<file path="src/rtl/def_pkg.sv">
// Package: shared types for the data clock edge finder.
// Assumes nothing beyond IEEE 1800-2017.
package def_pkg;

    // Sweep controller states
    typedef enum logic [2:0] {
        ST_IDLE = 3'd0,
        ST_WAIT = 3'd1,
        ST_REQ  = 3'd2,
        ST_CALC = 3'd3,
        ST_DONE = 3'd4
    } sweep_state_t;

    // Width of the reported cycle offset (range -1..2)
    localparam int OFF_W = 3;

endpackage

</file>
<file path="src/rtl/def_sweep_ctrl.sv">
// Module: def_sweep_ctrl
// Walks the external delay through STEPS settings. For each setting
// after the first it issues a one-cycle step request, then waits a
// settle window of SETTLE cycles. The acknowledge must be seen before
// the window's last cycle, and the sample strobe fires in that last
// cycle. A missing acknowledge ends the sweep with a timeout flag.
// Assumes SETTLE >= 2 and the delay starts at setting 0 on start.
module def_sweep_ctrl
    import def_pkg::*;
#(
    parameter int STEPS  = 256,
    parameter int SETTLE = 8
) (
    input  logic                       clk,
    input  logic                       rst_n,
    input  logic                       start_i,
    input  logic                       step_ack_i,
    output logic                       step_req_o,
    output logic                       strobe_o,
    output logic [$clog2(STEPS)-1:0]   idx_o,
    output logic                       clear_o,
    output logic                       calc_o,
    output logic                       timeout_o,
    output logic                       done_o
);
    localparam int STEP_W = $clog2(STEPS);
    localparam int CNT_W  = $clog2(SETTLE);
    localparam logic [CNT_W-1:0]  CNT_LAST = CNT_W'(SETTLE - 1);
    localparam logic [STEP_W-1:0] IDX_LAST = STEP_W'(STEPS - 1);

    sweep_state_t      state;
    logic [CNT_W-1:0]  cnt;
    logic [STEP_W-1:0] idx;
    logic              ack_seen;
    logic              timeout_q;
    logic              accept;
    logic              win_end;

    // A start is taken only when no sweep is running
    assign accept  = ((state == ST_IDLE) || (state == ST_DONE)) && start_i;
    // Last cycle of a settle window
    assign win_end = (state == ST_WAIT) && (cnt == CNT_LAST);

    // State, settle counter, step index and acknowledge tracking
    always_ff @(posedge clk) begin
        if (!rst_n) begin
            state     <= ST_IDLE;
            cnt       <= '0;
            idx       <= '0;
            ack_seen  <= 1'b0;
            timeout_q <= 1'b0;
        end else begin
            case (state)
                ST_IDLE, ST_DONE: begin
                    if (start_i) begin
                        state     <= ST_WAIT;
                        cnt       <= '0;
                        idx       <= '0;
                        ack_seen  <= 1'b1;
                        timeout_q <= 1'b0;
                    end
                end
                ST_WAIT: begin
                    if (step_ack_i) begin
                        ack_seen <= 1'b1;
                    end
                    if (cnt == CNT_LAST) begin
                        if (!ack_seen) begin
                            timeout_q <= 1'b1;
                            state     <= ST_CALC;
                        end else if (idx == IDX_LAST) begin
                            state <= ST_CALC;
                        end else begin
                            state <= ST_REQ;
                        end
                    end else begin
                        cnt <= cnt + CNT_W'(1);
                    end
                end
                ST_REQ: begin
                    idx      <= idx + STEP_W'(1);
                    cnt      <= '0;
                    ack_seen <= 1'b0;
                    state    <= ST_WAIT;
                end
                ST_CALC: begin
                    state <= ST_DONE;
                end
                default: begin
                    state <= ST_IDLE;
                end
            endcase
        end
    end

    // Decoded controls for the trackers and the result stage
    assign step_req_o = (state == ST_REQ);
    assign strobe_o   = win_end && ack_seen;
    assign idx_o      = idx;
    assign clear_o    = accept;
    assign calc_o     = (state == ST_CALC);
    assign timeout_o  = timeout_q;
    assign done_o     = (state == ST_DONE);

endmodule

</file>
<file path="src/rtl/def_edge_track.sv">
// Module: def_edge_track
// Watches one channel's sample stream in sweep order and keeps the
// index of the first filtered low-to-high change. A change at index k
// counts only when samples k-2, k-1 read 0 and samples k, k+1 read 1.
// Assumes strobes arrive with idx_i counting up from 0 after clear_i.
module def_edge_track #(
    parameter int STEP_W = 8
) (
    input  logic              clk,
    input  logic              rst_n,
    input  logic              clear_i,
    input  logic              strobe_i,
    input  logic              samp_i,
    input  logic [STEP_W-1:0] idx_i,
    output logic              found_o,
    output logic [STEP_W-1:0] edge_o
);
    // hist[0] is the sample one index back, hist[2] three back
    logic [2:0] hist;
    logic       hit;

    // Two lows followed by two highs, with a full window behind us
    assign hit = !found_o && (idx_i >= STEP_W'(3)) && (hist == 3'b001) && samp_i;

    // Sample history and first-rise capture
    always_ff @(posedge clk) begin
        if (!rst_n || clear_i) begin
            hist    <= 3'b000;
            found_o <= 1'b0;
            edge_o  <= '0;
        end else if (strobe_i) begin
            hist <= {hist[1:0], samp_i};
            if (hit) begin
                found_o <= 1'b1;
                edge_o  <= idx_i - STEP_W'(1);
            end
        end
    end

endmodule

</file>
<file path="src/rtl/def_offset_calc.sv">
// Module: def_offset_calc
// Turns the two rise steps into a whole number of fast-clock cycles.
// The step difference is scaled by RATIO, offset by half a period and
// divided by STEPS with floor. The result is taken modulo 4, with a
// residue of 3 reported as -1. All arithmetic is done modulo
// 2^(STEP_W+2), which is exact for the two bits kept.
// Assumes STEPS is a power of two.
module def_offset_calc
    import def_pkg::*;
#(
    parameter int STEP_W = 8,
    parameter int RATIO  = 4
) (
    input  logic              clk,
    input  logic              rst_n,
    input  logic              clear_i,
    input  logic              calc_i,
    input  logic              timeout_i,
    input  logic              found_a_i,
    input  logic              found_b_i,
    input  logic [STEP_W-1:0] edge_a_i,
    input  logic [STEP_W-1:0] edge_b_i,
    output logic              valid_o,
    output logic              err_o,
    output logic [OFF_W-1:0]  offset_o
);
    localparam int X_W = STEP_W + 2;
    localparam logic [X_W-1:0] RATIO_X = X_W'(RATIO);
    localparam logic [X_W-1:0] HALF_X  = X_W'(1) << (STEP_W - 1);

    logic [X_W-1:0]   diff;
    logic [X_W-1:0]   scaled;
    logic [1:0]       wrap;
    logic             bad;
    logic [OFF_W-1:0] code;

    // Modular difference, scale, round and fold to two bits
    always_comb begin
        diff   = {2'b00, edge_a_i} - {2'b00, edge_b_i};
        scaled = diff * RATIO_X + HALF_X;
        wrap   = 2'(scaled >> STEP_W);
        code   = (wrap == 2'b11) ? {OFF_W{1'b1}} : {{(OFF_W-2){1'b0}}, wrap};
        bad    = timeout_i || !found_a_i || !found_b_i;
    end

    // Result registers, loaded once at the end of a sweep
    always_ff @(posedge clk) begin
        if (!rst_n || clear_i) begin
            valid_o  <= 1'b0;
            err_o    <= 1'b0;
            offset_o <= '0;
        end else if (calc_i) begin
            valid_o  <= !bad;
            err_o    <= bad;
            offset_o <= bad ? '0 : code;
        end
    end

endmodule

</file>
<file path="src/rtl/dclk_edge_finder.sv">
// Module: dclk_edge_finder (top)
// Sweeps an external sampling-clock delay across one data-clock period,
// finds the rising step of two sampled data clocks and reports their
// distance as a cycle offset in -1..2. Both sample inputs are re-timed
// once more here. The controller reads them in the last settle cycle.
// Assumes the sample inputs are already synchronized to clk.
module dclk_edge_finder
    import def_pkg::*;
#(
    parameter int STEPS  = 256,
    parameter int SETTLE = 8,
    parameter int RATIO  = 4,
    localparam int STEP_W = $clog2(STEPS)
) (
    input  logic              clk,
    input  logic              rst_n,
    input  logic              start_i,
    output logic              step_req_o,
    input  logic              step_ack_i,
    input  logic              samp_a_i,
    input  logic              samp_b_i,
    output logic              done_o,
    output logic              error_o,
    output logic              offset_valid_o,
    output logic [OFF_W-1:0]  offset_o,
    output logic [STEP_W-1:0] edge_a_o,
    output logic [STEP_W-1:0] edge_b_o
);
    localparam int NCH = 2;

    logic              strobe;
    logic              clear;
    logic              calc;
    logic              timeout;
    logic [STEP_W-1:0] idx;
    logic [NCH-1:0]    samp_in;
    logic [NCH-1:0]    samp_q;
    logic [NCH-1:0]    found;
    logic [STEP_W-1:0] edges [NCH];

    assign samp_in = {samp_b_i, samp_a_i};

    // Re-time both sample inputs so the read is one clean register
    always_ff @(posedge clk) begin
        if (!rst_n) begin
            samp_q <= '0;
        end else begin
            samp_q <= samp_in;
        end
    end

    def_sweep_ctrl #(
        .STEPS  (STEPS),
        .SETTLE (SETTLE)
    ) u_ctrl (
        .clk        (clk),
        .rst_n      (rst_n),
        .start_i    (start_i),
        .step_ack_i (step_ack_i),
        .step_req_o (step_req_o),
        .strobe_o   (strobe),
        .idx_o      (idx),
        .clear_o    (clear),
        .calc_o     (calc),
        .timeout_o  (timeout),
        .done_o     (done_o)
    );

    // One edge tracker per data clock
    for (genvar ch = 0; ch < NCH; ch++) begin : g_track
        def_edge_track #(
            .STEP_W (STEP_W)
        ) u_track (
            .clk      (clk),
            .rst_n    (rst_n),
            .clear_i  (clear),
            .strobe_i (strobe),
            .samp_i   (samp_q[ch]),
            .idx_i    (idx),
            .found_o  (found[ch]),
            .edge_o   (edges[ch])
        );
    end

    def_offset_calc #(
        .STEP_W (STEP_W),
        .RATIO  (RATIO)
    ) u_calc (
        .clk       (clk),
        .rst_n     (rst_n),
        .clear_i   (clear),
        .calc_i    (calc),
        .timeout_i (timeout),
        .found_a_i (found[0]),
        .found_b_i (found[1]),
        .edge_a_i  (edges[0]),
        .edge_b_i  (edges[1]),
        .valid_o   (offset_valid_o),
        .err_o     (error_o),
        .offset_o  (offset_o)
    );

    assign edge_a_o = edges[0];
    assign edge_b_o = edges[1];

endmodule

</file>
<file path="config.mk">
export PLATFORM = sky130hd
export DESIGN_NAME = dclk_edge_finder
export DESIGN_NICKNAME = d
export VERILOG_FILES = /design/src/rtl/def_pkg.sv /design/src/rtl/def_sweep_ctrl.sv /design/src/rtl/def_edge_track.sv /design/src/rtl/def_offset_calc.sv /design/src/rtl/dclk_edge_finder.sv
export SDC_FILE = /design/constraint.sdc
export NUM_CORES = 1
export LEC_CHECK = 0
export BUFFER_PORTS_ARGS = -buffer_cell sky130_fd_sc_hd__buf_2
export CAP_MARGIN = 40
export CELL_PAD_IN_SITES_DETAIL_PLACEMENT = 1
export CELL_PAD_IN_SITES_GLOBAL_PLACEMENT = 2
export CORE_MARGIN = 2
export CORE_UTILIZATION = 37
export DETAILED_ROUTE_END_ITERATION = 8
export PLACE_DENSITY = 0.89
export SLEW_MARGIN = 20
export SYNTH_ARGS = -nofsm -noshare
export SYNTH_HDL_FRONTEND = slang
export SYNTH_SLANG_ARGS = --single-unit
</file>
<file path="constraint.sdc">
create_clock -name clk -period 4.7 [get_ports clk]
set_input_delay 0.94 -clock clk [delete_from_list [all_inputs] [get_ports clk]]
set_output_delay 0.94 -clock clk [all_outputs]
set_load 0.1 [all_outputs]
</file>
==> impl_results.html, run 1 <==
<table>
<tr><th>Metric</th><th>Value</th></tr>
<tr><th colspan="2">Global routing</th></tr>
<tr><td>Global-route wire length before repair</td><td>8763 µm</td></tr>
<tr><td>Final global-route overflow total</td><td>0</td></tr>
<tr><td>GRT Overall Usage</td><td>between 10% and 20%</td></tr>
<tr><td>Pin count of the biggest net entering global routing</td><td>20</td></tr>
<tr><td>Vias in the first global route</td><td>1852</td></tr>
<tr><td>Initial antenna violation count</td><td>0</td></tr>
<tr><th colspan="2">Timing</th></tr>
<tr><td>Hold Violations, Final</td><td>0</td></tr>
<tr><td>Final worst-path cycle share</td><td>between 60 and 70%</td></tr>
<tr><td>Final setup TNS</td><td>0 ns</td></tr>
<tr><td>Number of endpoints failing setup at the final stage</td><td>0</td></tr>
<tr><td>Highest clock frequency the design can meet</td><td>0.3412 GHz</td></tr>
<tr><td>Final clock skew</td><td>around 0.016 ns</td></tr>
<tr><td>Setup repair after global routing missed its margin</td><td>no</td></tr>
<tr><td>Rel. slew slack</td><td>a little over two fifths</td></tr>
<tr><td>Minimum clock period</td><td>2.931 ns</td></tr>
<tr><td>Number of max-slew violations in the final report</td><td>0</td></tr>
<tr><td>Slew at the pin with the worst max-slew slack</td><td>roughly 0.87 ns</td></tr>
<tr><th colspan="2">Route</th></tr>
<tr><td>Routed wire length</td><td>5155 µm</td></tr>
<tr><td>Post-detailed-route DRC marker count</td><td>0</td></tr>
<tr><td>Number of vias per cell</td><td>about 5.2</td></tr>
<tr><td>DRC marker count from the first detailed-route iteration</td><td>approximately 110</td></tr>
<tr><td>Number of detailed-routing iterations run before antenna repair</td><td>4</td></tr>
<tr><td>Average detailed-routed wire length per instance</td><td>~14 µm</td></tr>
<tr><td>Total number of vias</td><td>about 1900</td></tr>
<tr><td>Post-route antenna net violation count</td><td>0</td></tr>
<tr><th colspan="2">CTS</th></tr>
<tr><td>Clock root buffer</td><td>clkbuf_8</td></tr>
<tr><td>Post-CTS Setup Bufs</td><td>0</td></tr>
<tr><td>Hold buffer count at CTS</td><td>0</td></tr>
<tr><td>Insertion delay to the later sink of the worst-skew pair</td><td>~0.3 ns</td></tr>
<tr><td>Number of resized instances in the post-cts repair step</td><td>0</td></tr>
<tr><td>Clock tree from TritonCTS</td><td>yes</td></tr>
<tr><td>Buffers from clock root to sink, at most</td><td>2</td></tr>
<tr><td>CTS Buf Count</td><td>5</td></tr>
<tr><td>H-Tree Level Count</td><td>2</td></tr>
<tr><td>Worst-path clk slew</td><td>about 0.10 ns</td></tr>
<tr><td>Clock sink count</td><td>between 40 and 50</td></tr>
<tr><th colspan="2">Yosys</th></tr>
<tr><td>Synthesized-area fraction occupied by and/or/nand/nor cells</td><td>23.01%</td></tr>
<tr><td>Number of flops mapped to enable cells by yosys</td><td>0</td></tr>
<tr><td>Flip-flop cell with the highest count after synthesis</td><td>dfxtp_1</td></tr>
<tr><td>Flip-flop and latch count after synthesis</td><td>47</td></tr>
<tr><td>Share of synthesized area occupied by flip-flops and latches</td><td>41.59%</td></tr>
<tr><td>Compound-Gate Fraction of Synth Area</td><td>14.77%</td></tr>
<tr><td>Post-Synthesis Net Count</td><td>283</td></tr>
<tr><td>Number of instances in the synthesized netlist</td><td>approximately 270</td></tr>
<tr><td>Synthesis warning total</td><td>0</td></tr>
<tr><td>Share of flip-flops with an asynchronous set or reset after synthesis</td><td>0%</td></tr>
<tr><td>Distinct cells, synth</td><td>42</td></tr>
<tr><td>Largest family of logic cells by synthesized area</td><td>simple AND/OR/NAND/NOR gates</td></tr>
<tr><td>Post-synthesis instance area</td><td>roughly 2300 µm²</td></tr>
<tr><td>XOR/XNOR Fraction of Synth Area</td><td>approximately 4.3%</td></tr>
<tr><td>Mean Syn Cell Area</td><td>8.504 µm²</td></tr>
<tr><td>Post-synthesis share of cell area spent on full adders, half adders and majority gates</td><td>6.084%</td></tr>
<tr><td>Share of cell area taken by muxes after synthesis</td><td>5.808%</td></tr>
<tr><th colspan="2">Worst setup path</th></tr>
<tr><td>Worst reg-to-reg setup slack</td><td>2.01 ns</td></tr>
<tr><td>Critical path launch point type</td><td>flop</td></tr>
<tr><td>Worst Path Arrival</td><td>between 1.5 and 2 ns</td></tr>
<tr><td>Chain of cells forming the critical path</td><td>or3b_2, clkinv_1, buf_2</td></tr>
<tr><td>CP required</td><td>between 3 and 4 ns</td></tr>
<tr><td>Highest net fanout along the worst path</td><td>10</td></tr>
<tr><td>Crit path max-delay family</td><td>buffers and inverters</td></tr>
<tr><td>Critical path buffers and inverters</td><td>2</td></tr>
<tr><td>Kind of end point of the critical path</td><td>primary output</td></tr>
<tr><td>Stage delay of the slowest cell on the critical path</td><td>approximately 0.54 ns</td></tr>
<tr><td>Kind of critical path</td><td>flop to primary output</td></tr>
<tr><td>Slowest cell on the critical path</td><td>or3b_2</td></tr>
<tr><th colspan="2">Floorplan</th></tr>
<tr><td>Effective utilization at floorplan</td><td>38.21%</td></tr>
<tr><td>Die span in x</td><td>82.19 µm</td></tr>
<tr><td>Site Rows</td><td>28</td></tr>
<tr><td>Core region area</td><td>between 5000 and 6000 µm²</td></tr>
<tr><td>Die Height</td><td>82.19 µm</td></tr>
<tr><td>Die ar.</td><td>around 6800 µm²</td></tr>
<tr><td>Top-Level Pins</td><td>29</td></tr>
<tr><th colspan="2">Final layout</th></tr>
<tr><td>Count of filler cells inserted in the layout</td><td>between 700 and 800</td></tr>
<tr><td>Layout area overhead</td><td>12.94%</td></tr>
<tr><td>Layout cell share with drive strength beyond 1</td><td>16.15%</td></tr>
<tr><td>Area of the multi-input gates</td><td>1220 µm²</td></tr>
<tr><td>Register area</td><td>940.9 µm²</td></tr>
<tr><td>Number of antenna cells inserted</td><td>0</td></tr>
<tr><td>Layout net count</td><td>just over 300</td></tr>
<tr><td>Finished Cell Area</td><td>approximately 2600 µm²</td></tr>
<tr><th colspan="2">Power</th></tr>
<tr><td>Standby leakage power</td><td>1.032 nW</td></tr>
<tr><td>Worst supply voltage drop on vdd</td><td>between 0.0001 and 0.00015 V</td></tr>
<tr><td>Power Dens Cells</td><td>between 200 and 300 nW/µm²</td></tr>
<tr><td>Total Power</td><td>0.0006846 W</td></tr>
<tr><th colspan="2">Placed design</th></tr>
<tr><td>Sum of net half-perimeters after detailed placement</td><td>around 3900 µm</td></tr>
<tr><td>Port bufs</td><td>28</td></tr>
<tr><td>Placer's final routability congestion estimate</td><td>approximately 0.75</td></tr>
<tr><td>Total placed instance area</td><td>around 2500 µm²</td></tr>
<tr><th colspan="2">Hold path</th></tr>
<tr><td>Worst hold path type</td><td>flop to flop</td></tr>
<tr><th colspan="2">Status</th></tr>
<tr><td>Outcome</td><td>finished clean</td></tr>
<tr><th colspan="2">Flow run</th></tr>
<tr><td>Max-Cap Viols</td><td>0</td></tr>
</table>
stage by stage:
stage | hold WS [ns] | cells | setup slack [ns] | util [%]
finish | 0.4457 | 366 | 1.769 | 43.15
global route | 0.4764 | 366 | 1.666 | 43.15
CTS | 0.4528 | 366 | 1.751 | 43.15
detailed placement | 0.4373 | 358 | 2.007 | 41.67
global placement | 0.4283 | 357 | 1.989 | 41.21
floorplan | 0.4272 | 266 | 1.073 | -
synthesized netlist by cell type, types with 2 or more instances:
library cell | n | area (µm²)
dfxtp_1 | 47 | 940.9
nor2_1 | 37 | 138.9
nand2_1 | 26 | 97.59
a21oi_1 | 22 | 110.1
o21ai_0 | 13 | 65.06
mux2i_1 | 12 | 120.1
ha_1 | 11 | 137.6
inv_1 | 11 | 41.29
nand3_1 | 10 | 50.05
clkbuf_1 | 8 | 30.03
nor3_1 | 8 | 40.04
xnor2_1 | 6 | 52.55
xor2_1 | 5 | 43.79
a31oi_1 | 3 | 18.77
and2_1 | 3 | 18.77
buf_2 | 3 | 15.01
nand2b_1 | 3 | 18.77
nand3b_1 | 3 | 22.52
nor3b_1 | 3 | 22.52
a211oi_1 | 2 | 15.01
a211oi_2 | 2 | 25.02
a21o_1 | 2 | 15.01
a22oi_1 | 2 | 15.01
a311oi_1 | 2 | 17.52
a31o_2 | 2 | 17.52
and3_1 | 2 | 12.51
nor4b_1 | 2 | 17.52
or3b_2 | 2 | 17.52
power breakdown:
| part | switching (W) | internal, W |
|---|---|---|
| logic | 0.0000196 | 0.0000106 |
| registers | 0.00000314 | 0.000401 |
| clock network | 0.000145 | 0.000105 |
path summary, 6_finish.rpt:
kind / startpoint / end / cells after the start
worst min-delay path: u_calc.err_o / u_calc.err_o / 2
worst min register to register: u_calc.err_o / u_calc.err_o / 2
worst max register to register: g_track[1].u_track.edge_o[2] / u_calc.offset_o[2] / 13
worst max-delay path: u_ctrl.state[1] / step_req_o / 3
per-layer routing:
metal / track usage [%] / vias to the layer above / share of wire [%]
met5: 0 / - / 0
met4: 4.500 / 0 / 0.41
met3: 3.261 / 2 / 2.6
li1: - / 967 / -
met1: 21.26 / 919 / 49
met2: 28.87 / 25 / 48
sequential cells by signal (all words and copies together) (netlist names):
signal                   count
g_track.u_track.edge_o      16
u_ctrl.idx_o                 8
g_track.u_track.hist         6
u_calc.offset_o              3
u_ctrl.cnt                   3
u_ctrl.state                 3
g_track.u_track.found_o      2
samp_q                       2
u_calc.err_o                 1
u_calc.valid_o               1
u_ctrl.ack_seen              1
u_ctrl.timeout_o             1
placed cells by master, fill, tap and decap left out, drive strengths merged, types with 5 or more instances in the layout:
master,n
nand3,10
nand2,26
dfxtp,47
xnor2,6
nor3,8
a21oi,22
a211oi,5
mux2i,12
inv,12
buf,29
ha,11
nor2,37
xor2,5
o21ai,13
clkbuf,5
cell families (layout without fill, tap and decap cells):
group                    Yosys count  in the layout
AND/OR/NAND/NOR                  107            107
AO/OA/AOI/OAI                     53             53
flip-flops                        47             47
buffers and inverters             24             49
multiplexers                      13             13
adder cells (fa/ha/maj)           11             11
XOR/XNOR                          11             11
area by class of cell:
| cell class | instances | share of cell area (%) |
|---|---|---|
| well taps | 75 | 3.673 |
| clock inverters | 3 | 0.7346 |
| flip-flops and latches | 47 | 36.83 |
| multi-input cells | 195 | 47.75 |
| repair buffers | 29 | 6.562 |
| clock buffers | 5 | 2.693 |
| inverters | 12 | 1.763 |
worst register-to-register path, stage by stage (launching register included):
cell,delay (ns)
dfxtp_1,0.35
inv_1,0.05
ha_1,0.28
a21oi_1,0.13
o21ai_0,0.12
a31o_2,0.28
a21oi_1,0.18
xnor2_1,0.09
ha_1,0.28
inv_1,0.04
or4_1,0.52
nor2_1,0.14
nand3_1,0.09
nand3_1,0.08
(Power assumes the default switching activity.)
==> inputs of run 2 (changes only) <==
- CORE_UTILIZATION: 37 -> 31
- PLACE_DENSITY: 0.89 -> 0.8
- clock period: 4.7 -> 2.5 ns (I/O delays scaled with it)
==> run 2 against run 1 <==
Against the previous run:
- core utilization shrank 5.0 points
- final area grew 7.2%
- sequential power grew 86%
- clock power grew 82%
- sequential share of layout area shrank 1.2 points
- largest cell class unchanged
- highest routed layer unchanged
==> impl_results.html, run 2 (same netlist as run 1, synthesis figures left out) <==
<table>
<tr><th>Metric</th><th>Value</th></tr>
<tr><th colspan="2">Status</th></tr>
<tr><td>Outcome</td><td>finished clean</td></tr>
<tr><th colspan="2">CTS</th></tr>
<tr><td>Clock sink count</td><td>47 (unchanged)</td></tr>
<tr><td>Clock tree from TritonCTS</td><td>yes</td></tr>
<tr><td>Worst-path clk slew</td><td>0.09 ns (about the same)</td></tr>
<tr><td>CTS Buf Count</td><td>5 (unchanged)</td></tr>
<tr><td>Insertion delay to the later sink of the worst-skew pair</td><td>0.30 ns (about the same)</td></tr>
<tr><td>H-Tree Level Count</td><td>2 (unchanged)</td></tr>
<tr><td>Clock root buffer</td><td>clkbuf_8</td></tr>
<tr><td>Buffers from clock root to sink, at most</td><td>2 (unchanged)</td></tr>
<tr><th colspan="2">Timing</th></tr>
<tr><td>Final worst-path cycle share</td><td>around 96%</td></tr>
<tr><td>Number of endpoints failing setup at the final stage</td><td>0 (unchanged)</td></tr>
<tr><td>Worst hold margin</td><td>0.4045 ns (-0.04122 ns)</td></tr>
<tr><td>Hold Violations, Final</td><td>0 (unchanged)</td></tr>
<tr><td>Number of max-slew violations in the final report</td><td>0 (unchanged)</td></tr>
<tr><td>Minimum clock period</td><td>about 2.4 ns</td></tr>
<tr><td>Rel. slew slack</td><td>67.47% (+26 points)</td></tr>
<tr><td>Highest clock frequency the design can meet</td><td>0.4169 GHz</td></tr>
<tr><td>Final clock skew</td><td>0.006162 ns (-0.009670 ns)</td></tr>
<tr><td>Slew at the pin with the worst max-slew slack</td><td>0.4913 ns (-0.3761 ns)</td></tr>
<tr><td>Final setup TNS</td><td>0 ns (unchanged)</td></tr>
<tr><th colspan="2">Global routing</th></tr>
<tr><td>Final global-route overflow total</td><td>0 (unchanged)</td></tr>
<tr><td>Global-route wire length before repair</td><td>9522 µm (+8.7%)</td></tr>
<tr><td>GRT Overall Usage</td><td>15.53% (-1.2 points)</td></tr>
<tr><td>Vias in the first global route</td><td>1938 (+4.6%)</td></tr>
<tr><td>Pin count of the biggest net entering global routing</td><td>25 (+25%)</td></tr>
<tr><td>Initial antenna violation count</td><td>0 (unchanged)</td></tr>
<tr><th colspan="2">Floorplan</th></tr>
<tr><td>Core region area</td><td>7176 µm² (+21%)</td></tr>
<tr><td>Die span in x</td><td>89.43 µm (+8.8%)</td></tr>
<tr><td>Effective utilization at floorplan</td><td>31.53% (-6.7 points)</td></tr>
<tr><td>Site Rows</td><td>31 (+11%)</td></tr>
<tr><td>Top-Level Pins</td><td>29 (unchanged)</td></tr>
<tr><td>Die ar.</td><td>7997 µm² (+18%)</td></tr>
<tr><td>Die Height</td><td>89.43 µm (+8.8%)</td></tr>
<tr><th colspan="2">Flow run</th></tr>
<tr><td>Max-Cap Viols</td><td>0 (unchanged)</td></tr>
<tr><th colspan="2">Worst setup path</th></tr>
<tr><td>CP required</td><td>2.75 ns (-1.01 ns)</td></tr>
<tr><td>Highest net fanout along the worst path</td><td>2 (-8)</td></tr>
<tr><td>Critical path launch point type</td><td>flop</td></tr>
<tr><td>Kind of critical path</td><td>flop to flop</td></tr>
<tr><td>Kind of end point of the critical path</td><td>flop</td></tr>
<tr><td>Worst Path Arrival</td><td>2.65 ns (+0.66 ns)</td></tr>
<tr><th colspan="2">Hold path</th></tr>
<tr><td>Worst hold path type</td><td>primary input to flop</td></tr>
<tr><th colspan="2">Placed design</th></tr>
<tr><td>Placer's final routability congestion estimate</td><td>0.7912 (+5.8%)</td></tr>
<tr><td>Total placed instance area</td><td>2608 µm² (+5.7%)</td></tr>
<tr><td>Port bufs</td><td>28 (unchanged)</td></tr>
<tr><td>Sum of net half-perimeters after detailed placement</td><td>4306 µm (+11%)</td></tr>
<tr><th colspan="2">Final layout</th></tr>
<tr><td>Max FFs per register</td><td>16 (unchanged)</td></tr>
<tr><td>Largest reg by FF count</td><td>g_track.u_track.edge_o</td></tr>
<tr><td>Number of antenna cells inserted</td><td>0 (unchanged)</td></tr>
<tr><td>Most common cell after layout, fill and taps aside</td><td>nor2_1</td></tr>
<tr><td>Layout net count</td><td>319 (+3.9%)</td></tr>
<tr><td>Layout cell share with drive strength beyond 1</td><td>26.40% (+10 points)</td></tr>
<tr><td>Layout area overhead</td><td>21.07%</td></tr>
<tr><td>Count of filler cells inserted in the layout</td><td>891 (+22%)</td></tr>
<tr><td>Top library cells by usage in the layout, fill and taps aside</td><td>36 x nor2_1, 34 x dfxtp_1, 28 x buf_2, 26 x nand2_1, 20 x a21oi_1</td></tr>
<tr><td>Finished Cell Area</td><td>2739 µm² (+7.2%)</td></tr>
<tr><th colspan="2">Route</th></tr>
<tr><td>Number of detailed-routing iterations run before antenna repair</td><td>4 (unchanged)</td></tr>
<tr><td>Number of vias per cell</td><td>4.878 (-6.7%)</td></tr>
<tr><td>Routed wire length</td><td>5839 µm (+13%)</td></tr>
<tr><td>Average detailed-routed wire length per instance</td><td>14.52 µm (+3.1%)</td></tr>
<tr><td>Post-route antenna net violation count</td><td>0 (unchanged)</td></tr>
<tr><td>Total number of vias</td><td>1961 (+2.5%)</td></tr>
<tr><td>DRC marker count from the first detailed-route iteration</td><td>62 (-42%)</td></tr>
<tr><td>Post-detailed-route DRC marker count</td><td>0 (unchanged)</td></tr>
<tr><th colspan="2">Power</th></tr>
<tr><td>Worst supply voltage drop on vdd</td><td>0.0002465 V (+110%)</td></tr>
<tr><td>Power Dens Cells</td><td>461.4 nW/µm² (+72%)</td></tr>
<tr><td>Standby leakage power</td><td>1.093 nW (+5.9%)</td></tr>
</table>
## run 2: cell count changes in the layout (fill, tap and decap cells not counted), sizes merged
cell and change:
clkbuf +1, buf +12, clkinvlp +1, inv -1, clkinv -1
## run 2: area by class of cell
| type | instances | area (µm²) | area share, % |
|---|---|---|---|
| multi-input cells | 195 | 1272 | 46.46 |
| flip-flops and latches | 47 | 974.7 | 35.59 |
| repair buffers | 41 | 237.7 | 8.680 |
| well taps | 99 | 123.9 | 4.523 |
| clock buffers | 6 | 72.57 | 2.650 |
| inverters | 12 | 45.04 | 1.645 |
| clock inverters | 2 | 12.51 | 0.4568 |
## run 2: report_power, final
part | total (W) | internal, W | switching [W]
combinational | 0.0000571 | 0.0000184 | 0.0000386
sequential | 0.000753 | 0.000747 | 0.00000634
clock | 0.000454 | 0.000196 | 0.000258
total | 0.00126 | 0.000961 | 0.000303
## run 2: through the flow
stage | util, % | total power, W | worst slack (ns) | std cells
after CTS | 37.89 | 0.001287 | 0.002505 | 402
after detailed placement | 36.34 | 0.0008285 | -0.1081 | 392
after global placement | 36.34 | 0.0008265 | -0.01871 | 392
final | 38.17 | 0.001264 | 0.1011 | 402
after floorplan | - | 0.0008062 | -0.1391 | 266
after global routing | 38.17 | 0.001325 | -0.003005 | 402
## run 2: per-layer routing
layer  global-route usage, %  wire length [µm]
met1                   20.47              2868
met3                   2.862               149
met5                       0                 0
met4                   4.478                62
met2                   25.93              2759
## run 2: final timing paths
kind | cells past startpoint | slack [ns] | endpoint | start
setup / recovery | 13 | 0.10 | u_calc.offset_o[2] | g_track[1].u_track.edge_o[2]
hold / removal | 2 | 0.40 | samp_q[0] | samp_a_i
setup reg to reg | 13 | 0.10 | u_calc.offset_o[2] | g_track[1].u_track.edge_o[2]
hold reg to reg | 2 | 0.45 | u_calc.err_o | u_calc.err_o
## run 2: worst max-delay path, stage by stage (launching register included)
cell and delay, ns:
dfxtp_4 0.36, inv_2 0.04, ha_4 0.21, a21oi_2 0.15, o21ai_2 0.09, a31o_2 0.23, a21oi_2 0.15, xnor2_1 0.09
ha_1 0.27, inv_1 0.04, or4_4 0.43, nor2_4 0.13, nand3_1 0.08, nand3_1 0.08
## run 2: what timing repair did
| item | CTS | global route |
|---|---|---|
| gates resized for setup | 3 | 3 |
| gates cloned | 0 | 0 |
| pin swaps | 6 | 3 |
| hold buffers | 0 | 0 |
| buffers inserted | 2 | 0 |
| setup endpoints to repair | 1 | 2 |
| endpoints found under the hold margin | 0 | 0 |
==> inputs of run 3 (changes only) <==
- CORE_UTILIZATION: 31 -> 32
- SYNTH_HIERARCHICAL: default -> 1
==> run 3 against run 2 <==
Against the previous run:
- clock-buffer cell count down 1
- die area grew 3.5%
- sequential share of layout area fell by 1.3 points
- combinational power down 2%
- routed wire length is 2.5% lower
- first-iteration DRC count decreased by 9.7%
- clock power is essentially flat
- synthesized area grew 7.0%
- via count increased by 3.2%
- register-to-register slack better by 0.08 ns
- fmax rose by 3.4%
==> impl_results.html, run 3 <==
<table>
<tr><th>Metric</th><th>Value</th></tr>
<tr><th colspan="2">Status</th></tr>
<tr><td>Outcome</td><td>finished clean</td></tr>
<tr><th colspan="2">Hold path</th></tr>
<tr><td>Destination of the worst hold path</td><td>samp_q[1]</td></tr>
<tr><td>Hold Startpoint</td><td>samp_b_i</td></tr>
<tr><td>Worst hold path type</td><td>primary input to flop</td></tr>
<tr><td>Hold Path Depth</td><td>2 (unchanged)</td></tr>
<tr><th colspan="2">Global routing</th></tr>
<tr><td>Vias in the first global route</td><td>2003 (+3.4%)</td></tr>
<tr><td>Initial antenna violation count</td><td>0 (unchanged)</td></tr>
<tr><td>GRT Overall Usage</td><td>14.32% (-1.2 points)</td></tr>
<tr><td>Global-route wire length before repair</td><td>9666 µm (+1.5%)</td></tr>
<tr><td>Pin count of the biggest net entering global routing</td><td>18 (-28%)</td></tr>
<tr><td>Final global-route overflow total</td><td>0 (unchanged)</td></tr>
<tr><th colspan="2">Floorplan</th></tr>
<tr><td>Die ar.</td><td>8277 µm² (+3.5%)</td></tr>
<tr><td>Core region area</td><td>7292 µm² (+1.6%)</td></tr>
<tr><td>Die Height</td><td>90.98 µm (+1.7%)</td></tr>
<tr><td>Site Rows</td><td>31 (unchanged)</td></tr>
<tr><td>Effective utilization at floorplan</td><td>33.20% (+1.7 points)</td></tr>
<tr><td>Top-Level Pins</td><td>29 (unchanged)</td></tr>
<tr><td>Die span in x</td><td>90.98 µm (+1.7%)</td></tr>
<tr><th colspan="2">CTS</th></tr>
<tr><td>Number of resized instances in the post-cts repair step</td><td>0 (-3)</td></tr>
<tr><td>CTS Buf Count</td><td>5 (unchanged)</td></tr>
<tr><td>Clock sink count</td><td>47 (unchanged)</td></tr>
<tr><td>Clock root buffer</td><td>clkbuf_8</td></tr>
<tr><td>Buffers from clock root to sink, at most</td><td>2 (unchanged)</td></tr>
<tr><td>Worst-path clk slew</td><td>0.09 ns (about the same)</td></tr>
<tr><td>Clock tree from TritonCTS</td><td>yes</td></tr>
<tr><td>H-Tree Level Count</td><td>2 (unchanged)</td></tr>
<tr><td>Hold buffer count at CTS</td><td>0 (unchanged)</td></tr>
<tr><td>Insertion delay to the later sink of the worst-skew pair</td><td>0.31 ns (about the same)</td></tr>
<tr><td>Post-CTS Setup Bufs</td><td>0 (-2)</td></tr>
<tr><th colspan="2">Worst setup path</th></tr>
<tr><td>CP required</td><td>2.70 ns (-0.05 ns)</td></tr>
<tr><td>Beginning of the worst register-to-register path</td><td>u_ctrl/cnt[0]</td></tr>
<tr><td>Worst-case reg-to-reg path depth</td><td>8 (-5)</td></tr>
<tr><td>Worst reg-to-reg setup slack</td><td>0.18 ns (+0.08 ns)</td></tr>
<tr><td>Slowest cell on the critical path</td><td>or4b_4</td></tr>
<tr><td>Critical path launch point type</td><td>flop</td></tr>
<tr><td>Endpoint of the lowest-slack register-to-register path</td><td>g_track[1].u_track/edge_o[4]</td></tr>
<tr><td>Stage delay of the slowest cell on the critical path</td><td>0.50 ns (+0.07 ns)</td></tr>
<tr><td>Kind of end point of the critical path</td><td>flop</td></tr>
<tr><td>Kind of critical path</td><td>flop to flop</td></tr>
<tr><td>Chain of cells forming the critical path</td><td>ha_1, ha_1, and3_1, or4b_4, a211oi_4, buf_4, nor2_1, a211oi_1</td></tr>
<tr><td>Highest net fanout along the worst path</td><td>17 (+15)</td></tr>
<tr><td>Worst Path Arrival</td><td>2.52 ns (-0.13 ns)</td></tr>
<tr><td>Worst path most repeated cell</td><td>ha_1</td></tr>
<tr><th colspan="2">Route</th></tr>
<tr><td>Number of vias per cell</td><td>4.998 (+2.4%)</td></tr>
<tr><td>Post-detailed-route DRC marker count</td><td>0 (unchanged)</td></tr>
<tr><td>DRC marker count from the first detailed-route iteration</td><td>56 (-9.7%)</td></tr>
<tr><td>Number of detailed-routing iterations run before antenna repair</td><td>4 (unchanged)</td></tr>
<tr><td>Average detailed-routed wire length per instance</td><td>14.06 µm (-3.2%)</td></tr>
<tr><td>Routed wire length</td><td>5694 µm (-2.5%)</td></tr>
<tr><td>Post-route antenna net violation count</td><td>0 (unchanged)</td></tr>
<tr><td>Total number of vias</td><td>2024 (+3.2%)</td></tr>
<tr><th colspan="2">Power</th></tr>
<tr><td>Internal Pwr Total</td><td>0.0009614 W (about the same)</td></tr>
<tr><td>Clock power share</td><td>35.7% (-0.2 points)</td></tr>
<tr><td>Power Dens Cells</td><td>447.6 nW/µm² (-3.0%)</td></tr>
<tr><td>Switching share of power</td><td>23.80% (-0.15 points)</td></tr>
<tr><td>Logic gate share of total power</td><td>4.4% (about the same)</td></tr>
<tr><td>Worst supply voltage drop on vdd</td><td>0.0001807 V (-27%)</td></tr>
<tr><td>Switching power summed over all nets</td><td>0.0003004 W (-0.78%)</td></tr>
<tr><td>Sequential group share of total power</td><td>59.9% (+0.3 points)</td></tr>
<tr><td>Standby leakage power</td><td>1.148 nW (+5.0%)</td></tr>
<tr><th colspan="2">Placed design</th></tr>
<tr><td>Placer's final routability congestion estimate</td><td>0.7095 (-10%)</td></tr>
<tr><td>Port bufs</td><td>28 (unchanged)</td></tr>
<tr><td>Setup WS pre-CTS</td><td>0.1650 ns (+0.2732 ns)</td></tr>
<tr><td>Number of instances in the placed design</td><td>398 (+1.5%)</td></tr>
<tr><td>Total placed instance area</td><td>2736 µm² (+4.9%)</td></tr>
<tr><td>Sum of net half-perimeters after detailed placement</td><td>4228 µm (-1.8%)</td></tr>
<tr><th colspan="2">Yosys</th></tr>
<tr><td>Synthesis warning total</td><td>6 (+6)</td></tr>
<tr><td>Share of flip-flops with an asynchronous set or reset after synthesis</td><td>0% (unchanged)</td></tr>
<tr><td>Flip-flop cell with the highest count after synthesis</td><td>dfxtp_1</td></tr>
<tr><td>Most frequently used cell type in the post-synthesis netlist</td><td>dfxtp_1</td></tr>
<tr><td>Post-Synthesis Net Count</td><td>291 (+2.8%)</td></tr>
<tr><td>Mean Syn Cell Area</td><td>8.934 µm² (+5.0%)</td></tr>
<tr><td>Distinct cells, synth</td><td>50 (+19%)</td></tr>
<tr><td>Share of synthesized area occupied by flip-flops and latches</td><td>38.86% (-2.7 points)</td></tr>
<tr><td>Post-synth top cells</td><td>47 x dfxtp_1, 36 x nor2_1, 26 x nand2_1, 16 x a211oi_1, 16 x inv_1</td></tr>
<tr><td>Post-synthesis instance area</td><td>2421 µm² (+7.0%)</td></tr>
<tr><td>Number of instances in the synthesized netlist</td><td>271 (+1.9%)</td></tr>
<tr><td>Number of flops mapped to enable cells by yosys</td><td>0 (unchanged)</td></tr>
<tr><td>Post-synth top area share</td><td>38.86% (-2.7 points)</td></tr>
<tr><td>Area leader, netlist</td><td>dfxtp_1</td></tr>
<tr><td>Flip-flop and latch count after synthesis</td><td>47 (unchanged)</td></tr>
<tr><td>Cell types with the largest area share after synthesis</td><td>dfxtp_1 39%, ha_1 7.2%, nor2_1 5.6%</td></tr>
<tr><th colspan="2">Timing</th></tr>
<tr><td>Slack of the critical path</td><td>0.1791 ns (+0.07797 ns)</td></tr>
<tr><td>Final setup TNS</td><td>0 ns (unchanged)</td></tr>
<tr><td>Setup repair after global routing missed its margin</td><td>no</td></tr>
<tr><td>Highest clock frequency the design can meet</td><td>0.4309 GHz (+3.4%)</td></tr>
<tr><td>Hold Violations, Final</td><td>0 (unchanged)</td></tr>
<tr><td>Slew at the pin with the worst max-slew slack</td><td>0.6997 ns (+0.2084 ns)</td></tr>
<tr><td>Number of max-slew violations in the final report</td><td>0 (unchanged)</td></tr>
<tr><td>Number of endpoints failing setup at the final stage</td><td>0 (unchanged)</td></tr>
<tr><td>Final worst-path cycle share</td><td>92.84% (-3.1 points)</td></tr>
<tr><td>Final clock skew</td><td>0.01371 ns (+0.007553 ns)</td></tr>
<tr><td>Minimum clock period</td><td>2.321 ns (-0.07797 ns)</td></tr>
<tr><td>Rel. slew slack</td><td>52.92% (-15 points)</td></tr>
<tr><th colspan="2">Final layout</th></tr>
<tr><td>Finished Cell Area</td><td>2819 µm² (+2.9%)</td></tr>
<tr><td>Top library cells by usage in the layout, fill and taps aside</td><td>36 x nor2_1, 35 x dfxtp_1, 27 x buf_2, 26 x nand2_1</td></tr>
<tr><td>Largest reg by FF count</td><td>g_track.u_track/edge_o</td></tr>
<tr><td>Max FFs per register</td><td>16 (unchanged)</td></tr>
<tr><td>Fin cells</td><td>405 (+0.75%)</td></tr>
<tr><td>Most common cell after layout, fill and taps aside</td><td>nor2_1</td></tr>
<tr><td>Layout area overhead</td><td>16.43%</td></tr>
<tr><td>Number of antenna cells inserted</td><td>0 (unchanged)</td></tr>
<tr><td>Layout cell share with drive strength beyond 1</td><td>23.86% (-2.5 points)</td></tr>
<tr><td>Utilization after layout</td><td>38.66% (+0.49 points)</td></tr>
<tr><td>Layout net count</td><td>326 (+2.2%)</td></tr>
<tr><th colspan="2">Flow run</th></tr>
<tr><td>Max-Cap Viols</td><td>0 (unchanged)</td></tr>
</table>
[run 3: cell types whose count changed after synthesis, sizes merged, moves of 3 or more]
cell    change
inv         +5
or4b        +3
mux2i       -6
a21oi      -12
o21ai      -11
clkbuf      -4
nand2b      +4
xnor2       +3
a211oi     +15
o22ai       +3
a41oi       +3
ha          +3
nand3b      -3
xor2        +3
[run 3: metal layers]
layer / routed length (µm) / global-route usage, %
met1: 2754 / 18.96
met4: 72 / 4.167
met2: 2686 / 23.83
met5: 0 / 0
met3: 181 / 2.573
[run 3: layout make-up]
class / instances / area (µm²)
fill: 884 / 4473
tap: 99 / 123.9
multi-input combinational: 199 / 1368
sequential: 47 / 965.9
timing repair buffer: 36 / 215.2
clock inverter: 2 / 13.76
inverter: 17 / 63.81
clock buffer: 5 / 68.82
[run 3: how the worst max path moves through the flow]
stage / cells after the start / end / start / slack, ns
global placement: 12 / u_calc/offset_o[2] / g_track[1].u_track/edge_o[2] / 0.22
CTS: 12 / u_calc/offset_o[2] / g_track[1].u_track/edge_o[2] / 0.15
detailed placement: 12 / u_calc/offset_o[2] / g_track[1].u_track/edge_o[2] / 0.17
floorplan: 8 / u_calc/offset_o[2] / g_track[1].u_track/edge_o[6] / 0.01
finish: 8 / g_track[1].u_track/edge_o[4] / u_ctrl/cnt[0] / 0.18
global route: 12 / u_calc/offset_o[2] / g_track[1].u_track/edge_o[2] / 0.02
[run 3: stage by stage]
step,total power [W],hold WS (ns)
after detailed placement,0.0008299,0.4516
after floorplan,0.0008090,0.4470
after global placement,0.0008289,0.4359
final,0.001262,0.3901
after CTS,0.001286,0.3790
after global routing,0.001309,0.4026
[run 3: cells by family (layout without fill, tap and decap cells)]
kind of cell,after synthesis,after routing,share of synthesized area (%)
AO/OA/AOI/OAI,51,51,17.16
flip-flops,47,47,38.86
buffers and inverters,25,60,4.857
AND/OR/NAND/NOR,111,111,23.26
multiplexers,6,6,2.481
adder cells (fa/ha/maj),14,14,7.235
XOR/XNOR,17,17,6.150
[run 3: power groups by stage]
stage | clock network [W] | logic, W | registers, W
after floorplan | 0 | 0.0000373 | 0.000772
after global placement | 0 | 0.0000559 | 0.000773
after detailed placement | 0 | 0.0000568 | 0.000773
after CTS | 0.000474 | 0.0000567 | 0.000756
after global routing | 0.000488 | 0.0000639 | 0.000757
final | 0.000451 | 0.0000559 | 0.000755
[run 3: worst max-delay path: cells and delay by family (launching register included)]
kind	cells	cell delay, ns
AOI/OAI and AO/OA	2	0.37
adders and majority gates	2	0.40
buffers and inverters	1	0.25
DFF	1	0.37
and+or+nand+nor	3	0.81
